**src/rtl/mdio_mgmt_pkg.sv**
```systemverilog
package mdio_mgmt_pkg;
  localparam int FRAME_BITS = 64;
  localparam int TA_BIT     = 46;
  localparam int DATA_BIT   = 48;
  localparam int PHY_LSB    = 16;
  localparam int REG_LSB    = 21;
  localparam int RD_BIT     = 26;
  localparam int WR_BIT     = 27;
  localparam int CMD_ADDR   = 0;
  localparam int DATA_ADDR  = 1;

  typedef struct packed {
    logic load;      // start a frame this cycle
    logic loadRead;  // the frame being started is a read
    logic shift;     // advance the outgoing bit
    logic sample;    // capture an incoming data bit
    logic done;      // frame ends this cycle
    logic driveEn;   // controller owns the data line
  } mdioStrobes_t;
endpackage

```
**src/rtl/mdio_mdc_div.sv**
```systemverilog
module mdio_mdc_div #(
  parameter int HALF_CYC = 2
) (
  input  logic clk,
  input  logic rstN,
  input  logic run,
  output logic mdc,
  output logic riseTick,
  output logic fallTick
);
  localparam int CNT_W = (HALF_CYC > 1) ? $clog2(HALF_CYC) : 1;
  localparam logic [CNT_W-1:0] LAST = CNT_W'(HALF_CYC - 1);

  logic [CNT_W-1:0] cnt;
  logic wrap;

  assign wrap     = run && (cnt == LAST);
  assign riseTick = wrap && !mdc;
  assign fallTick = wrap && mdc;

  always_ff @(posedge clk) begin
    if (!rstN || !run) begin
      cnt <= '0;
      mdc <= 1'b0;
    end else if (wrap) begin
      cnt <= '0;
      mdc <= !mdc;
    end else begin
      cnt <= cnt + 1'b1;
    end
  end
endmodule

```
**src/rtl/mdio_ctrl.sv**
```systemverilog
module mdio_ctrl
  import mdio_mgmt_pkg::*;
(
  input  logic         clk,
  input  logic         rstN,
  input  logic         cmdWrite,
  input  logic         rdReq,
  input  logic         wrReq,
  input  logic         riseTick,
  input  logic         fallTick,
  output logic         busy,
  output mdioStrobes_t strobes
);
  localparam int CNT_W = $clog2(FRAME_BITS);
  localparam logic [CNT_W-1:0] LAST_BIT  = CNT_W'(FRAME_BITS - 1);
  localparam logic [CNT_W-1:0] TA_IDX    = CNT_W'(TA_BIT);
  localparam logic [CNT_W-1:0] DATA_IDX  = CNT_W'(DATA_BIT);

  logic [CNT_W-1:0] bitCnt;
  logic isRead;
  logic start;
  logic lastBit;

  assign start   = cmdWrite && !busy && (rdReq || wrReq);
  assign lastBit = (bitCnt == LAST_BIT);

  always_ff @(posedge clk) begin
    if (!rstN) begin
      busy   <= 1'b0;
      isRead <= 1'b0;
      bitCnt <= '0;
    end else if (start) begin
      busy   <= 1'b1;
      isRead <= rdReq;
      bitCnt <= '0;
    end else if (busy && fallTick) begin
      if (lastBit) busy <= 1'b0;
      else         bitCnt <= bitCnt + 1'b1;
    end
  end

  always_comb begin
    strobes          = '0;
    strobes.load     = start;
    strobes.loadRead = rdReq;
    strobes.shift    = busy && fallTick && !lastBit;
    strobes.sample   = busy && riseTick && isRead && (bitCnt >= DATA_IDX);
    strobes.done     = busy && fallTick && lastBit;
    strobes.driveEn  = busy && (!isRead || (bitCnt < TA_IDX));
  end

  // a frame only ends at a falling management clock tick
  p_end_on_fall_r8: assert property (@(posedge clk) disable iff (!rstN)
    $fell(busy) |-> $past(fallTick));
endmodule

```
**src/rtl/mdio_datapath.sv**
```systemverilog
module mdio_datapath
  import mdio_mgmt_pkg::*;
#(
  parameter int ADDR_W = 2
) (
  input  logic              clk,
  input  logic              rstN,
  input  logic              regWrEn,
  input  logic [ADDR_W-1:0] regAddr,
  input  logic [31:0]       regWrData,
  input  logic              cmdWrite,
  input  logic              busy,
  input  mdioStrobes_t      strobes,
  input  logic              mdioIn,
  output logic [31:0]       regRdData,
  output logic              mdioOut,
  output logic              mdioOe
);
  logic [4:0]  phyAd;
  logic [4:0]  regAd;
  logic [15:0] rdData;
  logic [15:0] wrData;
  logic        reqRd;
  logic        reqWr;
  logic [FRAME_BITS-1:0] txShift;
  logic [15:0] rxShift;
  logic [FRAME_BITS-1:0] frameImage;
  logic [4:0]  newPhy;
  logic [4:0]  newReg;

  assign newPhy = regWrData[PHY_LSB +: 5];
  assign newReg = regWrData[REG_LSB +: 5];

  always_comb begin
    frameImage = {32'hFFFF_FFFF, 2'b01,
                  strobes.loadRead ? 2'b10 : 2'b01,
                  newPhy, newReg,
                  strobes.loadRead ? 2'b11 : 2'b10,
                  strobes.loadRead ? 16'hFFFF : wrData};
  end

  always_ff @(posedge clk) begin
    if (!rstN) begin
      phyAd   <= '0;
      regAd   <= '0;
      rdData  <= '0;
      wrData  <= '0;
      reqRd   <= 1'b0;
      reqWr   <= 1'b0;
      txShift <= '0;
      rxShift <= '0;
    end else begin
      if (regWrEn && (regAddr == ADDR_W'(DATA_ADDR)))
        wrData <= regWrData[15:0];
      if (cmdWrite && !busy) begin
        phyAd <= newPhy;
        regAd <= newReg;
      end
      if (strobes.load) begin
        reqRd   <= strobes.loadRead;
        reqWr   <= !strobes.loadRead;
        txShift <= frameImage;
      end else if (strobes.shift) begin
        txShift <= {txShift[FRAME_BITS-2:0], 1'b0};
      end
      if (strobes.sample)
        rxShift <= {rxShift[14:0], mdioIn};
      if (strobes.done) begin
        reqRd <= 1'b0;
        reqWr <= 1'b0;
        if (reqRd) rdData <= rxShift;
      end
    end
  end

  assign mdioOut = txShift[FRAME_BITS-1];
  assign mdioOe  = strobes.driveEn;

  always_comb begin
    if (regAddr == ADDR_W'(CMD_ADDR))
      regRdData = {4'b0, reqWr, reqRd, regAd, phyAd, rdData};
    else if (regAddr == ADDR_W'(DATA_ADDR))
      regRdData = {16'b0, wrData};
    else
      regRdData = '0;
  end

  // a request bit is visible exactly while the engine is busy
  p_req_busy_r8: assert property (@(posedge clk) disable iff (!rstN)
    (reqRd || reqWr) == busy);
  // never both requests pending
  p_one_req_r10: assert property (@(posedge clk) disable iff (!rstN)
    $onehot0({reqRd, reqWr}));
  // command writes during a frame leave the fields alone
  p_ignore_busy_r9: assert property (@(posedge clk) disable iff (!rstN)
    (busy && cmdWrite) |=> ($stable(phyAd) && $stable(regAd) && $stable(reqRd)));
  // read result only moves at the end of a frame
  p_rd_hold_r6: assert property (@(posedge clk) disable iff (!rstN)
    !strobes.done |=> $stable(rdData));
endmodule

```
**src/rtl/mdio_mgmt.sv**
```systemverilog
module mdio_mgmt
  import mdio_mgmt_pkg::*;
#(
  parameter int CLK_HZ     = 10_000_000,
  parameter int MDC_MAX_HZ = 2_500_000,
  parameter int ADDR_W     = 2
) (
  input  logic              clk,
  input  logic              rstN,
  input  logic              regWrEn,
  input  logic [ADDR_W-1:0] regAddr,
  input  logic [31:0]       regWrData,
  output logic [31:0]       regRdData,
  output logic              mdc,
  output logic              mdioOut,
  output logic              mdioOe,
  input  logic              mdioIn
);
  localparam int HALF_CYC = (CLK_HZ + 2 * MDC_MAX_HZ - 1) / (2 * MDC_MAX_HZ);

  mdioStrobes_t strobes;
  logic busy;
  logic riseTick;
  logic fallTick;
  logic cmdWrite;

  assign cmdWrite = regWrEn && (regAddr == ADDR_W'(CMD_ADDR));

  mdio_mdc_div #(.HALF_CYC(HALF_CYC)) u_div (
    .clk(clk), .rstN(rstN), .run(busy),
    .mdc(mdc), .riseTick(riseTick), .fallTick(fallTick)
  );

  mdio_ctrl u_ctrl (
    .clk(clk), .rstN(rstN), .cmdWrite(cmdWrite),
    .rdReq(regWrData[RD_BIT]), .wrReq(regWrData[WR_BIT]),
    .riseTick(riseTick), .fallTick(fallTick),
    .busy(busy), .strobes(strobes)
  );

  mdio_datapath #(.ADDR_W(ADDR_W)) u_dp (
    .clk(clk), .rstN(rstN), .regWrEn(regWrEn), .regAddr(regAddr),
    .regWrData(regWrData), .cmdWrite(cmdWrite), .busy(busy),
    .strobes(strobes), .mdioIn(mdioIn), .regRdData(regRdData),
    .mdioOut(mdioOut), .mdioOe(mdioOe)
  );

  // management clock parked low when idle
  p_idle_low_r3: assert property (@(posedge clk) disable iff (!rstN)
    !busy |-> !mdc);
  // outputs hold through every high phase
  p_drive_on_fall_r7: assert property (@(posedge clk) disable iff (!rstN)
    (mdc && $past(mdc)) |-> ($stable(mdioOut) && $stable(mdioOe)));
endmodule

```
**config.mk**
```make
export PLATFORM = sky130hd
export DESIGN_NAME = mdio_mgmt
export DESIGN_NICKNAME = d
export VERILOG_FILES = /design/src/rtl/mdio_mgmt_pkg.sv /design/src/rtl/mdio_mdc_div.sv /design/src/rtl/mdio_ctrl.sv /design/src/rtl/mdio_datapath.sv /design/src/rtl/mdio_mgmt.sv
export SDC_FILE = /design/constraint.sdc
export NUM_CORES = 1
export LEC_CHECK = 0
export ABC_CLOCK_PERIOD_IN_PS = 5000
export BUFFER_PORTS_ARGS = -buffer_cell sky130_fd_sc_hd__buf_2
export CAP_MARGIN = 10
export CORE_ASPECT_RATIO = 1.2
export CORE_UTILIZATION = 40
export CTS_BUF_LIST = sky130_fd_sc_hd__clkbuf_4
export DETAILED_ROUTE_END_ITERATION = 7
export PLACE_DENSITY = 0.62
export SETUP_SLACK_MARGIN = 0.02
export SYNTH_ARGS = -nofsm -noshare
export SYNTH_HDL_FRONTEND = slang
export SYNTH_SLANG_ARGS = --single-unit
```
**constraint.sdc**
```tcl
create_clock -name clk -period 5 [get_ports clk]
set_clock_uncertainty 0.1 [all_clocks]
set_input_delay 1.25 -clock clk [delete_from_list [all_inputs] [get_ports clk]]
set_output_delay 1.25 -clock clk [all_outputs]
set_load 0.01 [all_outputs]
```
### Yosys cells after proc, flatten, opt, wreduce, memory -nomap -nowiden

Cells that the tools add are included.

| word-level totals | value |
|---|---|
| register bits | 134 |
| latch bits | 0 |
| memory bits (writable) | 0 |
| memory bits (read-only) | 0 |
| bits of input ports | 38 |
| output and inout bits | 35 |
| word-level logic and storage cells | 65 |
| memories | 0 |

| cells by class | value |
|---|---|
| add/subtract/negate cells | 2 |
| multipliers | 0 |
| divide/modulo/power cells | 0 |
| magnitude comparators | 2 |
| eq/ne operators | 2 |
| shift-type cells | 0 |
| mux-type cells | 10 |
| bitwise operators | 2 |
| reductions and logical operators | 33 |

Operators by type and width:

| cell | number |
|---|---|
| 2-to-1 mux 64 bit | 2 |
| 2-to-1 mux 16 bit | 2 |
| 2-to-1 mux 32 bit | 1 |
| logical AND 1 bit | 14 |
| adder 6 x 1 -> 6 bit (second input constant) | 1 |
| == test 6 bit (second input constant) | 1 |
| >= comparator 6 bit (second input constant) | 1 |
| logical NOT 1 bit | 6 |
| < comparator 6 bit (second input constant) | 1 |
| AND reduction 2 bit | 3 |
| nonzero test 2 bit | 3 |
| OR reduction 2 bit | 3 |
| 2-to-1 mux 1 bit | 4 |
| logical OR 1 bit | 3 |
| == test 2 x 1 -> 1 bit (second input constant) | 1 |
| logical NOT 2 bit | 1 |
| 2-to-1 mux 2 bit | 1 |
| inverter 1 bit | 2 |
| adder 1 bit (second input constant) | 1 |

### Longest topological paths before layout

Gate-level depths: netlist (run 1).

| depth | value |
|---|---|
| depth after elaboration | 6 |
| mapped depth | 7 |
| gate-level depth less buffers | 5 |

### By module

From an unflattened synthesis (run 1), not the netlist that was laid out.

| unflattened totals | value |
|---|---|
| cells, all modules | 602 |
| area total of the unflattened synthesis | 5918.2 um2 |

Modules (own cells, without submodules):

| module | times used | cells an instance | area each (um2) | seq. area each (um2) |
|---|---|---|---|---|
| mdio_datapath | 1 | 533 | 5293.8 | 2482.4 |
| mdio_ctrl | 1 | 59 | 536.8 | 160.2 |
| mdio_mdc_div | 1 | 9 | 75.1 | 40.0 |
| mdio_mgmt | 1 | 1 | 12.5 | 0.0 |

### Worst setup path after synthesis (run 1)

Ideal clock, no wire load.

| timing | value |
|---|---|
| kind | in2out |
| start | input regAddr[0] |
| end | output regRdData[17] |
| arrival time | 1.983 ns |
| setup slack | 1.667 ns |
| stages | 4 |
| buffers on the path | 2 |
| path through | buf_4 > nor2_1 > clkbuf_1 > and2_1 |

| on the way | value |
|---|---|
| longest elaborated chain between the ends | 2 |

Ends and longest elaborated chain:

| item | RTL line | RTL |
|---|---|---|
| start: declaration | mdio_mgmt.sv:11 | `input logic [ADDR_W-1:0] regAddr,` |
| logical NOT 2 bit | mdio_datapath.sv:80 | `if (regAddr == ADDR_W'(CMD_ADDR))` |
| 2-to-1 mux 32 bit | mdio_datapath.sv:80 |  |
| end: declaration | mdio_mgmt.sv:13 | `output logic [31:0] regRdData,` |

No other way between the ends.

### Worst setup path after layout (run 1)

| timing | value |
|---|---|
| start | input regAddr[0] |
| end | output regRdData[25] |

Same word-level chain as after synthesis.

==> insert_results.sql, run 1 <==
INSERT INTO impl_metrics (metric_group, metric, value, unit) VALUES
('status', 'outcome', 'finished, final reports clean', ''),
('place', 'place.gp.congestion', '0.759', ''),
('pwr', 'power.internal', '1.51', 'mW'),
('hold_path', 'timing.hold.worst.class', 'reg2reg', ''),
('global_route', 'global_route.usage.met1', '0.193', ''),
('floorplanning', 'top_level_ports', '73', ''),
('global_route', 'globalRouteTotalUtil', '0.164', ''),
('final_layout', 'combined_area_of_the_multi_input_logic_cells', '2790', 'um^2'),
('cts', 'clkSlewWorstSetupHoldPaths', '0.12', 'ns'),
('setup_path', 'startpoint_type', 'input port', ''),
('final_layout', 'syn2layout_area_growth', '11.8', '%'),
('floorplanning', 'dieArea', '14800', 'um^2'),
('logic_synthesis', 'synth_area_leaders', 'sky130_fd_sc_hd__dfxtp_1 (47%), sky130_fd_sc_hd__nand2_1 (7.5%), sky130_fd_sc_hd__mux2i_1 (5.6%)', ''),
('pwr', 'total_power', '2.01', 'mW'),
('floorplanning', 'rows', '47', ''),
('cts', 'numCtsBuffers', '17', ''),
('routing', 'firstDrtPassIters', '5', ''),
('pwr', 'peak_vdd_ir', '0.000180', 'V'),
('floorplanning', 'die_h', '133', 'um'),
('logic_synthesis', 'synthesis.instances', '672', ''),
('final_layout', 'final-instance-count-excl-fill', '895', ''),
('logic_synthesis', 'ys_seq_area_frac', '0.469', ''),
('logic_synthesis', 'yosys.cell_types.count', '39', ''),
('setup_path', 'critical_path.endpoint_type', 'primary output', ''),
('global_route', 'grt_pass1_wl', '19800', 'um'),
('sta', 'setup-tns-final', '0', 'ns'),
('routing', 'finalWirelength', '11700', 'um'),
('logic_synthesis', 'yosys.area.top_type_share', '0.469', ''),
('routing', 'antenna_violating_nets_post_route', '0', ''),
('final_layout', 'drive_above_1_share', '0.188', ''),
('sta', 'headroom_to_the_max_slew_limit', '0.265', ''),
('logic_synthesis', 'synth_area_per_cell', '8.52', 'um^2'),
('cts', 'clockBufferDepth', '2', ''),
('logic_synthesis', 'synth_seq_cells', '134', ''),
('global_route', 'antenna_found_initial', '0', ''),
('sta', 'report.final.slew_viol_count', '0', ''),
('sta', 'worst_tran_pin_value', '1.10', 'ns'),
('global_route', 'first_global_vias', '4410', ''),
('cts', 'ctsHtreeMaxLevel', '4', ''),
('sta', 'timing.fmax', '262', 'MHz'),
('cts', 'clock_latency', '0.51', 'ns'),
('sta', 'final-setup-viol-count', '0', ''),
('pwr', 'share_seq_of_total_power', '0.557', ''),
('sta', 'period_utilization', '0.763', ''),
('pwr', 'comb_power_share', '0.066', ''),
('hold_path', 'hold-path-cell-count', '2', ''),
('sta', 'timing.hold.ws', '0.360', 'ns'),
('global_route', 'grtUsageMet3', '0.0454', ''),
('setup_path', 'reg2reg_from', 'u_ctrl.bitCnt[0]', ''),
('sta', 'period_minus_slack', '3.82', 'ns'),
('final_layout', 'post_layout_nets', '750', ''),
('routing', 'routed-via-count', '4612', ''),
('cts', 'cts_tree', 'yes', ''),
('setup_path', 'rr_endpoint', 'u_dp.txShift[6]', ''),
('pwr', 'p_leak', '2.37', 'nW'),
('routing', 'drc_errors', '0', ''),
('pwr', 'sw_frac_of_total', '0.250', ''),
('pwr', 'total_switching_power', '502', 'uW'),
('logic_synthesis', 'synth_area', '5730', 'um^2'),
('place', 'placed_cells_incl_taps', '862', ''),
('routing', 'viasPerCell', '5.15', ''),
('hold_path', 'worstHoldStart', 'u_dp.txShift[8]', ''),
('final_layout', 'ff_latch_area', '2680', 'um^2'),
('global_route', 'globalRouteMet2Util', '0.289', ''),
('cts', 'cts_resized', '0', ''),
('setup_path', 'path_class', 'in2out', ''),
('sta', 'hold_violations', '0', ''),
('floorplanning', 'die-width', '111', 'um'),
('routing', 'drt_first_iter_violations', '198', ''),
('global_route', 'remaining_global_route_overflow', '0', ''),
('floorplanning', 'floorplan.initialDensity', '0.413', '');
state kept, by name, summed over array words and instances (netlist names), 5 cells and up:
| name | flops |
|---|---|
| u_dp.wrData | 16 |
| u_ctrl.bitCnt | 6 |
| u_dp.phyAd | 5 |
| u_dp.rdData | 16 |
| u_dp.rxShift | 16 |
| u_dp.regAd | 5 |
| u_dp.txShift | 64 |
Yosys cell counts (all sizes together):
| cell | count |
|---|---|
| a21oi | 60 |
| inv | 1 |
| nor3b | 27 |
| nand3 | 19 |
| nor2 | 59 |
| or2 | 1 |
| nand4 | 3 |
| o21a | 2 |
| o21ai | 41 |
| nor4 | 1 |
| clkbuf | 33 |
| nand4b | 1 |
| dfxtp | 134 |
| nand2 | 114 |
| a211oi | 2 |
| and2 | 12 |
| a21boi | 36 |
| xnor2 | 3 |
| nand3b | 2 |
| nor3 | 33 |
| o31ai | 1 |
| o211ai | 1 |
| and3 | 1 |
| xor2 | 1 |
| mux2i | 32 |
| nor4b | 1 |
| buf | 25 |
| conb | 1 |
| nor2b | 16 |
| o221ai | 5 |
| a31oi | 1 |
| ha | 1 |
| and4 | 2 |
cell usage in the layout (no fill, tap or decap), drive strengths merged, types with 12 or more instances in the layout:
| cell type | n |
|---|---|
| and2 | 12 |
| nor2 | 59 |
| nor3 | 33 |
| o21ai | 41 |
| nor3b | 27 |
| nor2b | 16 |
| dfxtp | 134 |
| nand2 | 114 |
| nand3 | 19 |
| a21boi | 36 |
| mux2i | 32 |
| clkbuf | 17 |
| a21oi | 60 |
| buf | 75 |
how the worst max path moves through the flow:
stage	to	cells past startpoint	start	slack, ns
6_report	regRdData[25]	4	regAddr[0]	1.18
5_1_grt	regRdData[21]	4	regAddr[0]	1.05
4_1_cts	regRdData[25]	4	regAddr[0]	1.15
3_5_place_dp	regRdData[25]	4	regAddr[0]	1.15
3_3_place_gp	regRdData[27]	4	regAddr[0]	1.24
2_1_floorplan	regRdData[17]	4	regAddr[0]	1.67
layout make-up:
class                           count  area share
Timing Repair Buffer               75      0.0626
Clock inverter                     15      0.0282
Clock buffer                       17      0.0199
Sequential cell                   134       0.419
Inverter                            1    0.000587
Tap cell                          171      0.0334
Multi-Input combinational cell    482       0.436
metrics by stage:
stage	setup WS (ns)	util	instance area (um^2)
after global routing	1.05	0.461	6400
after floorplan	1.67	-	5740
final	1.18	0.461	6400
after detailed placement	1.15	0.439	6090
after CTS	1.15	0.461	6390
after global placement	1.24	0.439	6090
layer usage:
layer	up-vias	routed length, um
met5	-	0
met4	0	112
met3	9	346
met2	58	5850
met1	2182	5400
li1	2363	-
worst max-delay path, cell delays in order:
cell	delay, ns
sky130_fd_sc_hd__buf_2	0.30
sky130_fd_sc_hd__nor2_1	0.57
sky130_fd_sc_hd__and2_1	0.22
sky130_fd_sc_hd__buf_2	0.13
kinds of logic (layout without fill, tap and decap cells):
kind of cell	Yosys count	in the layout	synth area share
AND/OR/NAND/NOR	292	292	0.263
AO/OA/AOI/OAI	149	149	0.153
flip-flops	134	134	0.469
buffers and inverters	59	108	0.0503
multiplexers	32	32	0.0559
XOR/XNOR	4	4	0.00612
adder cells (fa/ha/maj)	1	1	0.00218
other	1	4	0.000655
power by group through the flow:
stage	clock network, mW	logic, mW	registers, mW
2_1_floorplan	0	0.102	1.14
5_1_grt	0.832	0.148	1.12
3_3_place_gp	0	0.128	1.14
3_5_place_dp	0	0.132	1.14
6_report	0.757	0.132	1.12
4_1_cts	0.781	0.133	1.12
No activity file was read; power rests on OpenSTA's default activity.
==> run 2, diff against run 1 <==
ABC_AREA = 1   (was unset)
ABC_CLOCK_PERIOD_IN_PS = 3700   (was 5000)
clock period = 3.7 ns   (was 5 ns; I/O delays follow)
==> run 2 against run 1 <==
Sequential power increased by 35%. Synthesized area decreased by 1.6%. Final cell count increased by 15%. Critical endpoint is now regRdData[15]. Die area decreased by 1.5%. Cell area decreased by 1.0%. Largest cell class is now flip-flops and latches. Core utilization decreased by 0.070 points. Via count increased by 7.8%.
==> insert_results.sql, run 2 <==
INSERT INTO impl_metrics (metric_group, metric, value, unit) VALUES
('routing', 'viasPerCell', '4.82', ''),
('setup_path', 'setup.reg_to_reg.worst_slack', '1.54', 'ns'),
('pwr', 'total_switching_power', '691', 'uW'),
('cts', 'ctsHtreeMaxLevel', '4', ''),
('logic_synthesis', 'synth_edf_count', '0', ''),
('cts', 'clkSlewWorstSetupHoldPaths', '0.11', 'ns'),
('logic_synthesis', 'ys_seq_area_frac', '0.476', ''),
('cts', 'cts_tree', 'yes', ''),
('hold_path', 'timing.hold.worst.class', 'reg2reg', ''),
('final_layout', 'nFillCells', '1483', ''),
('final_layout', 'post_layout_nets', '885', ''),
('sta', 'timing.hold.ws', '0.349', 'ns'),
('place', 'dp_worst_setup_slack', '0.747', 'ns'),
('global_route', 'global_route.usage.met1', '0.252', ''),
('logic_synthesis', 'ys_dominant_reg_cell', 'sky130_fd_sc_hd__dfxtp_1', ''),
('floorplanning', 'rows', '47', ''),
('final_layout', 'final_common_cell', 'sky130_fd_sc_hd__nand2_1', ''),
('floorplanning', 'die_h', '132', 'um'),
('pwr', 'peak_vdd_ir', '0.000208', 'V'),
('sta', 'headroom_to_the_max_slew_limit', '0.440', ''),
('cts', 'cts_resized', '0', ''),
('place', 'io_buffers', '64', ''),
('routing', 'drc_errors', '0', ''),
('final_layout', 'largest_reg_flops', '64', ''),
('logic_synthesis', 'synthesis.instances', '804', ''),
('routing', 'post_drt_wl_per_cell', '12.1', 'um'),
('routing', 'finalWirelength', '12500', 'um'),
('global_route', 'antenna_found_initial', '1', ''),
('setup_path', 'required', '2.67', 'ns'),
('routing', 'drt_first_iter_violations', '233', ''),
('pwr', 'p_per_area', '441', 'nW/um^2'),
('routing', 'antenna_violating_nets_post_route', '0', ''),
('cts', 'numCtsBuffers', '17', ''),
('sta', 'report.final.slew_viol_count', '0', ''),
('logic_synthesis', 'synth_area_leaders', 'sky130_fd_sc_hd__dfxtp_1 (48%), sky130_fd_sc_hd__nand2_1 (9.9%), sky130_fd_sc_hd__nor2_1 (8.8%)', ''),
('floorplanning', 'die-width', '110', 'um'),
('global_route', 'remaining_global_route_overflow', '0', ''),
('logic_synthesis', 'yosys.cell_types.count', '29', ''),
('logic_synthesis', 'synth_area_per_cell', '7.01', 'um^2'),
('routing', 'firstDrtPassIters', '4', ''),
('setup_path', 'crit_arrival', '1.93', 'ns'),
('cts', 'clock_latency', '0.52', 'ns'),
('cts', 'holdBufCountCts', '0', ''),
('sta', 'rsz_0062_raised_after_global_routing', 'no', ''),
('final_layout', 'drive_above_1_share', '0.132', ''),
('sta', 'final-setup-viol-count', '0', ''),
('logic_synthesis', 'synth_area', '5640', 'um^2'),
('place', 'detailed_place.area', '6010', 'um^2'),
('global_route', 'globalRouteMet2Util', '0.273', ''),
('status', 'outcome', 'finished, final reports clean', ''),
('logic_synthesis', 'synth_async_sr_flop_share', '0', ''),
('setup_path', 'startpoint_type', 'input port', ''),
('pwr', 'comb_power_share', '0.074', ''),
('global_route', 'pin_count_of_the_biggest_net_entering_global_routing', '71', ''),
('pwr', 'share_seq_of_total_power', '0.541', ''),
('global_route', 'globalRouteTotalUtil', '0.182', ''),
('global_route', 'first_global_vias', '4345', ''),
('sta', 'hold_violations', '0', ''),
('final_layout', 'largest_register', 'u_dp.txShift', ''),
('sta', 'timing.fmax', '338', 'MHz'),
('sta', 'fin_ws', '0.744', 'ns'),
('setup_path', 'path_class', 'in2out', ''),
('logic_synthesis', 'synth_seq_cells', '134', ''),
('logic_synthesis', 'yosys-top-cells-count', 'sky130_fd_sc_hd__nand2_1 (149), sky130_fd_sc_hd__dfxtp_1 (134), sky130_fd_sc_hd__nor2_1 (132)', ''),
('sta', 'setup-tns-final', '0', 'ns'),
('sta', 'worst_tran_pin_value', '0.836', 'ns'),
('global_route', 'grtUsageMet3', '0.0425', ''),
('floorplanning', 'floorplan.initialDensity', '0.410', ''),
('sta', 'period_utilization', '0.799', ''),
('place', 'hpwl', '8330', 'um'),
('final_layout', 'most-common-layout-cells', 'sky130_fd_sc_hd__nand2_1 (149), sky130_fd_sc_hd__dfxtp_1 (134), sky130_fd_sc_hd__nor2_1 (132), sky130_fd_sc_hd__inv_1 (82), sky130_fd_sc_hd__o21ai_0 (67)', ''),
('cts', 'clock_tree.root_cell', 'sky130_fd_sc_hd__clkbuf_4', ''),
('pwr', 'share_clk_of_total_power', '0.384', ''),
('cts', 'clockBufferDepth', '2', ''),
('global_route', 'grt_pass1_wl', '20900', 'um'),
('setup_path', 'crit_fanout', '16', ''),
('pwr', 'total_power', '2.79', 'mW'),
('pwr', 'power.internal', '2.10', 'mW'),
('logic_synthesis', 'yosysTopAreaCell', 'sky130_fd_sc_hd__dfxtp_1', ''),
('place', 'place.gp.congestion', '0.857', ''),
('logic_synthesis', 'post-synth-top-count-cell', 'sky130_fd_sc_hd__nand2_1', ''),
('routing', 'routed-via-count', '4970', ''),
('logic_synthesis', 'yosys.area.top_type_share', '0.476', ''),
('sta', 'period_minus_slack', '2.96', 'ns'),
('run', 'max_cap_violations', '0', ''),
('pwr', 'sw_frac_of_total', '0.248', ''),
('pwr', 'p_leak', '2.84', 'nW'),
('final_layout', 'syn2layout_area_growth', '12.4', '%'),
('cts', 'cts.sinks', '134', ''),
('floorplanning', 'dieArea', '14600', 'um^2'),
('floorplanning', 'design.core.area', '13800', 'um^2'),
('global_route', 'globalRoute.busiestLayer', 'met2', ''),
('floorplanning', 'top_level_ports', '73', ''),
('setup_path', 'critical_path.endpoint_type', 'primary output', ''),
('final_layout', 'fin_area', '6330', 'um^2'),
('logic_synthesis', 'synthesis_warnings', '0', ''),
('cts', 'post_cts_buffers', '0', '');
[run 2: cell count changes in the layout (fill, tap and decap cells not counted), sizes merged, moves of 6 or more]
cell    previous run  this run
inv                3        84
and2              12         0
nor3b             27         0
nor3              33         7
nand3             19        53
o21ai             41        93
a21boi            36         0
nand4              3        15
nor2b             16         0
mux2i             32         0
nor2              59       136
nand2            114       151
a21oi             60        66
[run 2: logic make-up (layout without fill, tap and decap cells)]
family,count (synthesis),count (layout),share of synthesized area
xor+xnor,1,1,0.00155
simple gates,363,363,0.269
flops,134,134,0.476
other cells,1,5,0.000665
compound gates,166,166,0.151
fa+ha+maj,1,1,0.00222
buf+inv,138,190,0.0997
[run 2: critical path, cell delays in order]
cell	delay, ns
sky130_fd_sc_hd__buf_2	0.12
sky130_fd_sc_hd__inv_1	0.05
sky130_fd_sc_hd__nor2_1	0.12
sky130_fd_sc_hd__inv_1	0.20
sky130_fd_sc_hd__o21ai_0	0.32
sky130_fd_sc_hd__buf_2	0.19
[run 2: area by class of cell]
class,count,area [um^2],share of cell area
multi-input combinational,535,2410,0.380
sequential,134,2680,0.423
timing repair buffer,73,388,0.0612
clock buffer,18,135,0.0213
antenna,1,2.50,0.000395
inverter,85,319,0.0504
clock inverter,14,184,0.0290
tap,171,214,0.0338
[run 2: path summary, 6_finish.rpt]
check / startpoint / to / cells after the start
max: regAddr[0] / regRdData[15] / 6
min: u_div.cnt / u_div.cnt / 1
max reg2reg: u_ctrl.busy / u_dp.txShift[28] / 5
min reg2reg: u_div.cnt / u_div.cnt / 1
[run 2: routing by layer]
metal,vias to the layer above,wire length [um]
met3,19,462
met2,75,5560
met4,0,241
met5,-,0
li1,2655,-
met1,2221,6200
[run 2: power by group through the flow]
stage / combinational, mW / clock (mW) / sequential [mW]
detailed placement: 0.209 / 0 / 1.54
global route: 0.241 / 1.17 / 1.52
CTS: 0.210 / 1.10 / 1.51
floorplan: 0.153 / 0 / 1.54
finish: 0.208 / 1.07 / 1.51
global placement: 0.207 / 0 / 1.54
[run 2: through the flow]
stage,cells,util
6_report,1031,0.460
5_1_grt,1031,0.460
4_1_cts,1030,0.460
3_5_place_dp,998,0.437
3_3_place_gp,998,0.437
2_1_floorplan,807,-
==> run 3, diff against run 2 <==
ABC_CLOCK_PERIOD_IN_PS = 2500   (was 3700)
PLACE_DENSITY = 0.64   (was 0.62)
clock period = 2.5 ns   (was 3.7 ns; I/O delays follow)
==> run 3 against run 2 <==
Count of clock-buffer cells in the layout is 3 higher. Via count is 2.6% higher. Register-to-register slack worse by 0.87 ns. Sequential share of layout area fell by 0.39 points. Power increased by 45%.
==> insert_results.sql, run 3 (same netlist as run 2, synthesis figures left out) <==
INSERT INTO impl_metrics (metric_group, metric, value, unit) VALUES
('global_route', 'antenna_found_initial', '4', ''),
('cts', 'holdBufCountCts', '0', ''),
('setup_path', 'crit_path_top_delay_cell', 'sky130_fd_sc_hd__o21ai_0', ''),
('setup_path', 'setup.reg_to_reg.worst_slack', '0.67', 'ns'),
('cts', 'ctsHtreeMaxLevel', '4', ''),
('cts', 'clockBufferDepth', '2', ''),
('setup_path', 'path_class', 'in2out', ''),
('setup_path', 'critPathMaxStageDelay', '0.32', 'ns'),
('setup_path', 'critical_path.endpoint_type', 'primary output', ''),
('hold_path', 'worst_hold_path.endpoint', 'u_dp.rxShift[0]', ''),
('cts', 'cts_resized', '0', ''),
('cts', 'clock_latency', '0.54', 'ns'),
('routing', 'post_drt_wl_per_cell', '12.2', 'um'),
('setup_path', 'rr_endpoint', 'u_ctrl.bitCnt[4]', ''),
('sta', 'report.final.slew_viol_count', '0', ''),
('sta', 'headroom_to_the_max_slew_limit', '0.581', ''),
('setup_path', 'reg2reg_from', 'u_ctrl.bitCnt[0]', ''),
('routing', 'routed-via-count', '5100', ''),
('setup_path', 'crit_fanout', '16', ''),
('sta', 'worst_tran_pin_value', '0.627', 'ns'),
('status', 'outcome', 'finished, final reports clean', ''),
('floorplanning', 'die-width', '110', 'um'),
('global_route', 'first_global_vias', '4575', ''),
('global_route', 'grt_pass1_wl', '21300', 'um'),
('setup_path', 'crit_arrival', '1.62', 'ns'),
('place', 'io_buffers', '64', ''),
('floorplanning', 'rows', '47', ''),
('global_route', 'pin_count_of_the_biggest_net_entering_global_routing', '53', ''),
('sta', 'setup-tns-final', '0', 'ns'),
('floorplanning', 'floorplan.initialDensity', '0.410', ''),
('setup_path', 'startpoint_type', 'input port', ''),
('pwr', 'p_leak', '2.89', 'nW'),
('hold_path', 'worstHoldStart', 'mdioIn', ''),
('cts', 'cts.sinks', '134', ''),
('floorplanning', 'design.core.area', '13800', 'um^2'),
('pwr', 'total_power', '4.04', 'mW'),
('cts', 'cts_tree', 'yes', ''),
('pwr', 'p_per_area', '632', 'nW/um^2'),
('floorplanning', 'top_level_ports', '73', ''),
('final_layout', 'final_common_cell', 'sky130_fd_sc_hd__nand2_1', ''),
('routing', 'drt_first_iter_violations', '285', ''),
('pwr', 'peak_vdd_ir', '0.000352', 'V'),
('global_route', 'remaining_global_route_overflow', '0', ''),
('hold_path', 'hold-path-cell-count', '3', ''),
('final_layout', 'post-route-util', '0.465', ''),
('place', 'hpwl', '8570', 'um'),
('sta', 'final-setup-viol-count', '0', ''),
('sta', 'period_minus_slack', '2.35', 'ns'),
('setup_path', 'required', '1.77', 'ns'),
('sta', 'period_utilization', '0.939', ''),
('hold_path', 'timing.hold.worst.class', 'in2reg', ''),
('routing', 'drc_errors', '0', ''),
('routing', 'firstDrtPassIters', '5', ''),
('place', 'place.gp.congestion', '0.802', ''),
('final_layout', 'most-common-layout-cells', 'sky130_fd_sc_hd__nand2_1 (149), sky130_fd_sc_hd__dfxtp_1 (134), sky130_fd_sc_hd__nor2_1 (132), sky130_fd_sc_hd__inv_1 (82), sky130_fd_sc_hd__o21ai_0 (67)', ''),
('cts', 'clkSlewWorstSetupHoldPaths', '0.11', 'ns'),
('run', 'max_cap_violations', '0', ''),
('cts', 'clock_tree.root_cell', 'sky130_fd_sc_hd__clkbuf_4', ''),
('routing', 'viasPerCell', '4.90', ''),
('final_layout', 'syn2layout_area_growth', '13.5', '%'),
('setup_path', 'timing.critical_path.cells', 'buf_2 -> inv_1 -> nor2_1 -> inv_1 -> o21ai_0 -> buf_2', ''),
('final_layout', 'largest_reg_flops', '64', ''),
('routing', 'antenna_violating_nets_post_route', '0', ''),
('floorplanning', 'dieArea', '14600', 'um^2'),
('routing', 'finalWirelength', '12700', 'um'),
('sta', 'timing.fmax', '426', 'MHz'),
('cts', 'numCtsBuffers', '17', ''),
('cts', 'post_cts_buffers', '0', ''),
('setup_path', 'timing.reg2reg.worst_path_depth', '7', ''),
('global_route', 'globalRouteTotalUtil', '0.187', ''),
('sta', 'hold_violations', '0', ''),
('sta', 'rsz_0062_raised_after_global_routing', 'no', ''),
('final_layout', 'largest_register', 'u_dp.txShift', ''),
('floorplanning', 'die_h', '132', 'um'),
('final_layout', 'drive_above_1_share', '0.138', ''),
('final_layout', 'post_layout_nets', '893', '');
run 3: cell types whose count changed in the layout (fill, tap and decap cells not counted):
| cell | previous run | this run |
|---|---|---|
| sky130_fd_sc_hd__buf_12 | 0 | 2 |
| sky130_fd_sc_hd__buf_4 | 9 | 15 |
| sky130_fd_sc_hd__bufinv_16 | 4 | 3 |
| sky130_fd_sc_hd__clkbuf_4 | 18 | 21 |
| sky130_fd_sc_hd__clkinv_1 | 3 | 4 |
| sky130_fd_sc_hd__clkinv_2 | 2 | 3 |
| sky130_fd_sc_hd__clkinvlp_4 | 5 | 1 |
| sky130_fd_sc_hd__diode_2 | 1 | 2 |
run 3: worst max path at each step:
stage                                 from             to
after CTS                 u_ctrl.bitCnt[5]         mdioOe
after detailed placement        regAddr[0]   regRdData[1]
final                           regAddr[0]   regRdData[1]
after floorplan                 regAddr[0]  regRdData[10]
after global placement          regAddr[0]   regRdData[1]
after global routing            regAddr[0]   regRdData[1]
run 3: where the power goes:
group	leakage [nW]	internal (mW)	switching, mW
clock	0.160	0.724	0.767
sequential	1.09	2.21	0.0259
combinational	1.64	0.112	0.206
total	2.89	3.04	0.999
run 3: layout make-up:
cell class              instances  area [um^2]
clock inverters                11          133
diodes                          2         5.00
inverters                      85          319
well taps                     171          214
multi-input cells             535         2410
repair buffers                 81          473
flip-flops and latches        134         2680
fillers                      1464         7370
clock buffers                  21          158
run 3: through the flow:
stage	worst slack, ns	instances	hold WS [ns]	instance area (um^2)
3_5_place_dp	0.199	1006	0.336	6100
4_1_cts	0.0987	1038	0.175	6390
5_1_grt	0.0551	1040	0.222	6390
3_3_place_gp	0.195	1006	0.328	6100
6_report	0.152	1040	0.220	6390
2_1_floorplan	0.377	807	0.313	5650
run 3: per-layer routing:
layer,up-vias,global-route usage,share of wire
met5,-,0,0.0023
met4,4,0.0716,0.016
met3,17,0.0598,0.045
met2,96,0.285,0.45
met1,2302,0.242,0.49
li1,2681,-,-
run 3: critical path: cells and delay by family:
family	cells	cell delay [ns]
AO/OA/AOI/OAI	1	0.32
buffers and inverters	4	0.57
AND/OR/NAND/NOR	1	0.11
